==> src/rtl/gpio_irq_pkg.sv <==
package gpio_irq_pkg;
  localparam int unsigned OFS_DOUT  = 'h00;
  localparam int unsigned OFS_DIN   = 'h04;
  localparam int unsigned OFS_DIR   = 'h08;
  localparam int unsigned OFS_SET   = 'h10;
  localparam int unsigned OFS_CLR   = 'h14;
  localparam int unsigned OFS_PEN   = 'h18;
  localparam int unsigned OFS_PSEL  = 'h1C;
  localparam int unsigned OFS_IEN   = 'h20;
  localparam int unsigned OFS_RAW   = 'h24;
  localparam int unsigned OFS_MSK_S = 'h28;
  localparam int unsigned OFS_MASK  = 'h2C;
  localparam int unsigned OFS_ICLR  = 'h30;
  localparam int unsigned OFS_SENSE = 'h34;
  localparam int unsigned OFS_DUAL  = 'h38;
  localparam int unsigned OFS_POL   = 'h3C;
endpackage

==> src/rtl/gpio_in_sync.sv <==
module gpio_in_sync #(
  parameter int W = 32
) (
  input  logic         clk,
  input  logic         rst_n,
  input  logic [W-1:0] pin_in,
  output logic [W-1:0] cur,
  output logic [W-1:0] prev
);
  logic [W-1:0] meta_q, cur_q, prev_q;

  always_ff @(posedge clk or negedge rst_n) begin
    if (!rst_n) begin
      meta_q <= '0;
      cur_q  <= '0;
      prev_q <= '0;
    end else begin
      meta_q <= pin_in;
      cur_q  <= meta_q;
      prev_q <= cur_q;
    end
  end

  assign cur  = cur_q;
  assign prev = prev_q;
endmodule

==> src/rtl/gpio_trig_detect.sv <==
module gpio_trig_detect #(
  parameter int W = 32
) (
  input  logic [W-1:0] cur,
  input  logic [W-1:0] prev,
  input  logic [W-1:0] cfg_dual,
  input  logic [W-1:0] cfg_pol,
  output logic [W-1:0] edge_ev,
  output logic [W-1:0] lvl_act
);
  for (genvar i = 0; i < W; i++) begin : g_line
    logic rise, fall;
    assign rise       = cur[i] & ~prev[i];
    assign fall       = ~cur[i] & prev[i];
    assign edge_ev[i] = cfg_dual[i] ? (rise | fall) : (cfg_pol[i] ? fall : rise);
    assign lvl_act[i] = cfg_pol[i] ? ~cur[i] : cur[i];
  end
endmodule

==> src/rtl/gpio_irq_status.sv <==
module gpio_irq_status #(
  parameter int W = 32
) (
  input  logic         clk,
  input  logic         rst_n,
  input  logic [W-1:0] en,
  input  logic [W-1:0] sense_lvl,
  input  logic [W-1:0] edge_ev,
  input  logic [W-1:0] lvl_act,
  input  logic [W-1:0] clr,
  output logic [W-1:0] raw
);
  logic [W-1:0] raw_q, raw_n;

  always_comb begin
    for (int i = 0; i < W; i++) begin
      raw_n[i] = en[i] & (sense_lvl[i] ? lvl_act[i]
                                       : (edge_ev[i] | (raw_q[i] & ~clr[i])));
    end
  end

  always_ff @(posedge clk or negedge rst_n) begin
    if (!rst_n) raw_q <= '0;
    else        raw_q <= raw_n;
  end

  assign raw = raw_q;

  p_gate_r10: assert property (@(posedge clk) disable iff (!rst_n)
    (raw_q & ~$past(en)) == '0);

  p_w1c_r9: assert property (@(posedge clk) disable iff (!rst_n)
    1'b1 |=> (raw_q & $past(clr & ~sense_lvl & ~edge_ev)) == '0);

  p_hold_r5: assert property (@(posedge clk) disable iff (!rst_n)
    1'b1 |=> (raw_q & $past(raw_q & en & ~clr & ~sense_lvl))
             == $past(raw_q & en & ~clr & ~sense_lvl));

  p_level_r8: assert property (@(posedge clk) disable iff (!rst_n)
    1'b1 |=> (raw_q & $past(sense_lvl)) == $past(en & sense_lvl & lvl_act));
endmodule

==> src/rtl/gpio_irq_port.sv <==
module gpio_irq_port
  import gpio_irq_pkg::*;
#(
  parameter int W      = 32,
  parameter int ADDR_W = 8
) (
  input  logic              clk,
  input  logic              rst_n,
  input  logic              psel,
  input  logic              penable,
  input  logic              pwrite,
  input  logic [ADDR_W-1:0] paddr,
  input  logic [W-1:0]      pwdata,
  output logic [W-1:0]      prdata,
  input  logic [W-1:0]      pin_in,
  output logic [W-1:0]      pin_out,
  output logic [W-1:0]      pin_oe,
  output logic              irq
);
  logic [1:0] rst_sync_q;
  logic       rst_n_s;

  always_ff @(posedge clk or negedge rst_n) begin
    if (!rst_n) rst_sync_q <= '0;
    else        rst_sync_q <= {rst_sync_q[0], 1'b1};
  end
  assign rst_n_s = rst_sync_q[1];

  logic wr;
  assign wr = psel & penable & pwrite;

  logic [W-1:0] dout_q, dir_q, pen_q, psel_q, ien_q, mask_q, sense_q, dual_q, pol_q;
  logic [W-1:0] dout_n, dir_n, pen_n, psel_n, ien_n, mask_n, sense_n, dual_n, pol_n;
  logic [W-1:0] clr_pulse;

  always_comb begin
    dout_n    = dout_q;
    dir_n     = dir_q;
    pen_n     = pen_q;
    psel_n    = psel_q;
    ien_n     = ien_q;
    mask_n    = mask_q;
    sense_n   = sense_q;
    dual_n    = dual_q;
    pol_n     = pol_q;
    clr_pulse = '0;
    if (wr) begin
      case (paddr)
        ADDR_W'(OFS_DOUT):  dout_n    = pwdata;
        ADDR_W'(OFS_DIR):   dir_n     = pwdata;
        ADDR_W'(OFS_SET):   dout_n    = dout_q | pwdata;
        ADDR_W'(OFS_CLR):   dout_n    = dout_q & ~pwdata;
        ADDR_W'(OFS_PEN):   pen_n     = pwdata;
        ADDR_W'(OFS_PSEL):  psel_n    = pwdata;
        ADDR_W'(OFS_IEN):   ien_n     = pwdata;
        ADDR_W'(OFS_MASK):  mask_n    = pwdata;
        ADDR_W'(OFS_ICLR):  clr_pulse = pwdata;
        ADDR_W'(OFS_SENSE): sense_n   = pwdata;
        ADDR_W'(OFS_DUAL):  dual_n    = pwdata;
        ADDR_W'(OFS_POL):   pol_n     = pwdata;
        default: ;
      endcase
    end
  end

  always_ff @(posedge clk or negedge rst_n_s) begin
    if (!rst_n_s) begin
      dout_q  <= '0;
      dir_q   <= '0;
      pen_q   <= '0;
      psel_q  <= '0;
      ien_q   <= '0;
      mask_q  <= '0;
      sense_q <= '0;
      dual_q  <= '0;
      pol_q   <= '0;
    end else if (wr) begin
      dout_q  <= dout_n;
      dir_q   <= dir_n;
      pen_q   <= pen_n;
      psel_q  <= psel_n;
      ien_q   <= ien_n;
      mask_q  <= mask_n;
      sense_q <= sense_n;
      dual_q  <= dual_n;
      pol_q   <= pol_n;
    end
  end

  logic [W-1:0] cur, prev, edge_ev, lvl_act, raw, masked;

  gpio_in_sync #(.W(W)) u_sync (
    .clk(clk), .rst_n(rst_n_s), .pin_in(pin_in), .cur(cur), .prev(prev)
  );

  gpio_trig_detect #(.W(W)) u_det (
    .cur(cur), .prev(prev), .cfg_dual(dual_q), .cfg_pol(pol_q),
    .edge_ev(edge_ev), .lvl_act(lvl_act)
  );

  gpio_irq_status #(.W(W)) u_stat (
    .clk(clk), .rst_n(rst_n_s), .en(ien_q), .sense_lvl(sense_q),
    .edge_ev(edge_ev), .lvl_act(lvl_act), .clr(clr_pulse), .raw(raw)
  );

  assign masked  = raw & ~mask_q;
  assign irq     = |masked;
  assign pin_out = dout_q;
  assign pin_oe  = dir_q;

  always_comb begin
    case (paddr)
      ADDR_W'(OFS_DOUT):  prdata = dout_q;
      ADDR_W'(OFS_DIN):   prdata = cur;
      ADDR_W'(OFS_DIR):   prdata = dir_q;
      ADDR_W'(OFS_PEN):   prdata = pen_q;
      ADDR_W'(OFS_PSEL):  prdata = psel_q;
      ADDR_W'(OFS_IEN):   prdata = ien_q;
      ADDR_W'(OFS_RAW):   prdata = raw;
      ADDR_W'(OFS_MSK_S): prdata = masked;
      ADDR_W'(OFS_MASK):  prdata = mask_q;
      ADDR_W'(OFS_SENSE): prdata = sense_q;
      ADDR_W'(OFS_DUAL):  prdata = dual_q;
      ADDR_W'(OFS_POL):   prdata = pol_q;
      default:            prdata = '0;
    endcase
  end

  p_set_alias_r3: assert property (@(posedge clk) disable iff (!rst_n_s)
    (wr && paddr == ADDR_W'(OFS_SET)) |=> pin_out == ($past(pin_out) | $past(pwdata)));

  p_clr_alias_r3: assert property (@(posedge clk) disable iff (!rst_n_s)
    (wr && paddr == ADDR_W'(OFS_CLR)) |=> pin_out == ($past(pin_out) & ~$past(pwdata)));

  p_pull_hold_r12: assert property (@(posedge clk) disable iff (!rst_n_s)
    (wr && paddr == ADDR_W'(OFS_PEN)) |=> pen_q == $past(pwdata));
endmodule

==> config.mk <==
export PLATFORM = sky130hd
export DESIGN_NAME = gpio_irq_port
export DESIGN_NICKNAME = d
export VERILOG_FILES = /design/src/rtl/gpio_irq_pkg.sv /design/src/rtl/gpio_in_sync.sv /design/src/rtl/gpio_trig_detect.sv /design/src/rtl/gpio_irq_status.sv /design/src/rtl/gpio_irq_port.sv
export SDC_FILE = /design/constraint.sdc
export NUM_CORES = 1
export LEC_CHECK = 0
export BUFFER_PORTS_ARGS = -buffer_cell sky130_fd_sc_hd__buf_4
export CAP_MARGIN = 20
export CORE_AREA = 4 4 201 203
export CTS_BUF_LIST = sky130_fd_sc_hd__clkbuf_16
export DETAILED_ROUTE_END_ITERATION = 10
export DIE_AREA = 0 0 205 207
export PLACE_DENSITY = 0.71
export SYNTH_ARGS = -nofsm -noshare
export SYNTH_HDL_FRONTEND = slang
export SYNTH_SLANG_ARGS = --single-unit
==> constraint.sdc <==
create_clock -name clk -period 28.8 [get_ports clk]
set_clock_uncertainty 0.1 [all_clocks]
set_input_delay 5.76 -clock clk [delete_from_list [all_inputs] [get_ports clk]]
set_output_delay 5.76 -clock clk [all_outputs]
set_load 0.05 [all_outputs]
==> out/metrics.cfg <==
[critical_path]
endpoint_kind=output pin
cp_slowest_cell=nor4bb_4
cp-start-kind=input pin
crit_chain=buf_4 > buf_4 > nor4bb_4 > buf_4 > nand2_1 > o22ai_1 > a211o_1 > buf_4
worst-setup-path-type=input pin to output pin
cpMostUsedCell=buf_4
max_stage_delay_ns=0.89
cp.required_ns=22.94
crit_path_max_fanout=50
reg2reg_slack_ns=26.38
arrival_ns=9.23

[clock_tree]
path_clk_slew_ns=0.06
clkLatencyLatePin_ns=0.57
cts_htree_levels=2
cts_resized=0
postCtsHoldBufs=0
cts_tree=done
cts_sinks=418
cts_root_buffer=clkbuf_16
clock_path_buffers=3
numCtsBuffers=46
cts_setup_buffers=0

[timing]
maxSlewHeadroom_pct=16.3
finalCritPeriodShare_pct=52.4
finalHoldViolations=0
finalSetupViolations=0
finalCriticalPeriod_ns=15.09
rsz0062_at_grt=false
max_freq_mhz=66.3
setup_ws_ns=13.71
finalMaxSlewViolations=0
setup_tns_ns=0
tightest_slew_ns=1.24

[finish]
fin_nets=1963
nFillCells=3082
stdcell_count=2373
final-seq-area_um2=10500
antennaDiodeCount=0
area_delta_synth_final_pct=15.8
final_layout_size_suffix_gt1_share_pct=31.6
final_cell_area_um2=23900
final_core_util_pct=62.1
multiInputGateArea_um2=9440

[drt]
top_layer_used=met4
ant_nets=0
vias=15100
first_iter_violations=1525
dr_wl_met2_um=28300
drc=0
wirelength_um=61700
via_per_inst=6.38
drt_pass1_iterations=5
wire_per_inst_um=26.0
drt-met1-wl_um=25000
route.met3.wl_um=5570

[synth]
synth-edff-count=0
synth_area_um2=20600
yosysSeqAreaShare_pct=50.7
syn_inst=1700
syn-mean-instance-area_um2=12.1
synth_flop_cell=dfrtp_1
yosys_register_bits=418
syn_nets=1841
ys_types=69
ys_async_sr_fraction_pct=100
synth_warnings=0

[die]
core_um2=38500
dieArea_um2=42400
num_io_pins=174
initial_utilization_pct=53.6
die_height_um=207
fp.dieW_um=205
row_count=72

[grt]
grtUsageTotal_pct=28.6
grt_pass1_wl_um=94000
grt-ovfl-total=0
antenna_found_initial=0
grt_max_degree=184
grt_pass1_vias=15600

[worst_hold_path]
min_path_type=flop to async pin

[place]
portBuffers=173
dpl.cell_count=2291
hpwlAfterDp_um=39400
dpl_worst_slack_ns=13.88
placed_cell_area_um2=22300
gp_congestion=0.916

[run_status]
status=complete, no violations

[run]
max_cap_viol_count=0

[pwr]
ir_drop_mv=0.0503
p_leak_nw=11.7
p_per_area_nw_per_um2=55.0

where the power goes:
part	switching, W	total, W	internal (W)
combinational	0.0000595	0.0000920	0.0000325
clock	0.000239	0.000606	0.000367
sequential	0.0000140	0.000615	0.000601
area by class of cell:
class	count	share of cell area, %
Clock inverter	34	1.51
Sequential cell	418	43.8
Timing Repair Buffer	200	6.34
Clock buffer	47	4.92
Tap cell	518	2.71
Inverter	76	1.19
Multi-Input combinational cell	1080	39.5
cells by family (layout without fill, tap and decap cells):
logic type,after synthesis,in the layout,synth area share (%)
XOR/XNOR,32,32,1.36
buffers and inverters,202,357,4.11
flip-flops,418,418,50.7
adder cells (fa/ha/maj),64,64,3.88
multiplexers,360,360,19.3
other,1,1,0.0182
AND/OR/NAND/NOR,264,264,7.49
AO/OA/AOI/OAI,359,359,13.1
metal layers:
metal  vias up  global-route usage (%)
met1      7696                    39.3
met2       704                    44.1
met3       186                    6.16
met4         0                    12.5
met5         -                       0
li1       6546                       -
Yosys cell counts (39+ instances only):
master	count	area, µm²
dfrtp_1	418	10500
mux2_2	292	3290
inv_1	76	285
clkbuf_1	71	267
mux2i_1	65	651
ha_1	64	801
nand2_1	61	229
a21oi_1	54	270
a22oi_1	45	338
nor2b_1	42	263
buf_2	39	195
per-stage QoR:
| step | total power, W | hold WS (ns) |
|---|---|---|
| CTS | 0.00132 | 0.220 |
| detailed placement | 0.000717 | 0.216 |
| floorplan | 0.000680 | 0.231 |
| global placement | 0.000714 | 0.216 |
| finish | 0.00131 | 0.196 |
| global route | 0.00136 | 0.242 |
worst max-delay path, delay by kind of cell:
| family | cells | cell delay (ns) |
|---|---|---|
| AO/OA/AOI/OAI | 2 | 0.44 |
| buffers and inverters | 4 | 1.71 |
| AND/OR/NAND/NOR | 2 | 1.28 |
path summary, 6_finish.rpt:
check / start / end / depth (start not counted)
worst max-delay path: paddr[5] / prdata[24] / 8
worst min-delay path: rst_sync_q[1]$_DFF_PN0_ / pen_q[31]$_DFFE_PN0P_ / 0
worst max register to register: rst_sync_q[1]$_DFF_PN0_ / u_sync.meta_q[26]$_DFF_PN0_ / 2
worst min register to register: rst_sync_q[1]$_DFF_PN0_ / pen_q[31]$_DFFE_PN0P_ / 0
max in group asynchronous: rst_n / rst_sync_q[1]$_DFF_PN0_ / 1
min in group clk: u_sync.meta_q[31]$_DFF_PN0_ / u_sync.cur[31]$_DFF_PN0_ / 0
layout by cell type, fill, tap and decap left out, drive strengths merged, types with 6 or more instances in the layout:
cell type | synthesis | layout
o2bb2ai | 8 | 8
a211oi | 32 | 32
buf | 55 | 200
nor3 | 15 | 15
mux2i | 65 | 65
clkinv | 0 | 19
a21oi | 54 | 54
a221o | 32 | 32
nor2 | 22 | 22
inv | 76 | 82
o211ai | 10 | 10
a21boi | 25 | 25
nand3 | 23 | 23
dfrtp | 418 | 418
nand2b | 21 | 21
o21ai | 29 | 29
clkbuf | 71 | 47
ha | 64 | 64
bufinv | 0 | 8
nand2 | 61 | 61
o311a | 32 | 32
o22ai | 35 | 35
nor3b | 35 | 35
nor2b | 42 | 42
a22oi | 45 | 45
mux2 | 294 | 294
or4 | 6 | 6
xnor2 | 32 | 32
and3 | 9 | 9
a22o | 14 | 14
a32oi | 8 | 8
No activity file was read; power rests on OpenSTA's default activity.
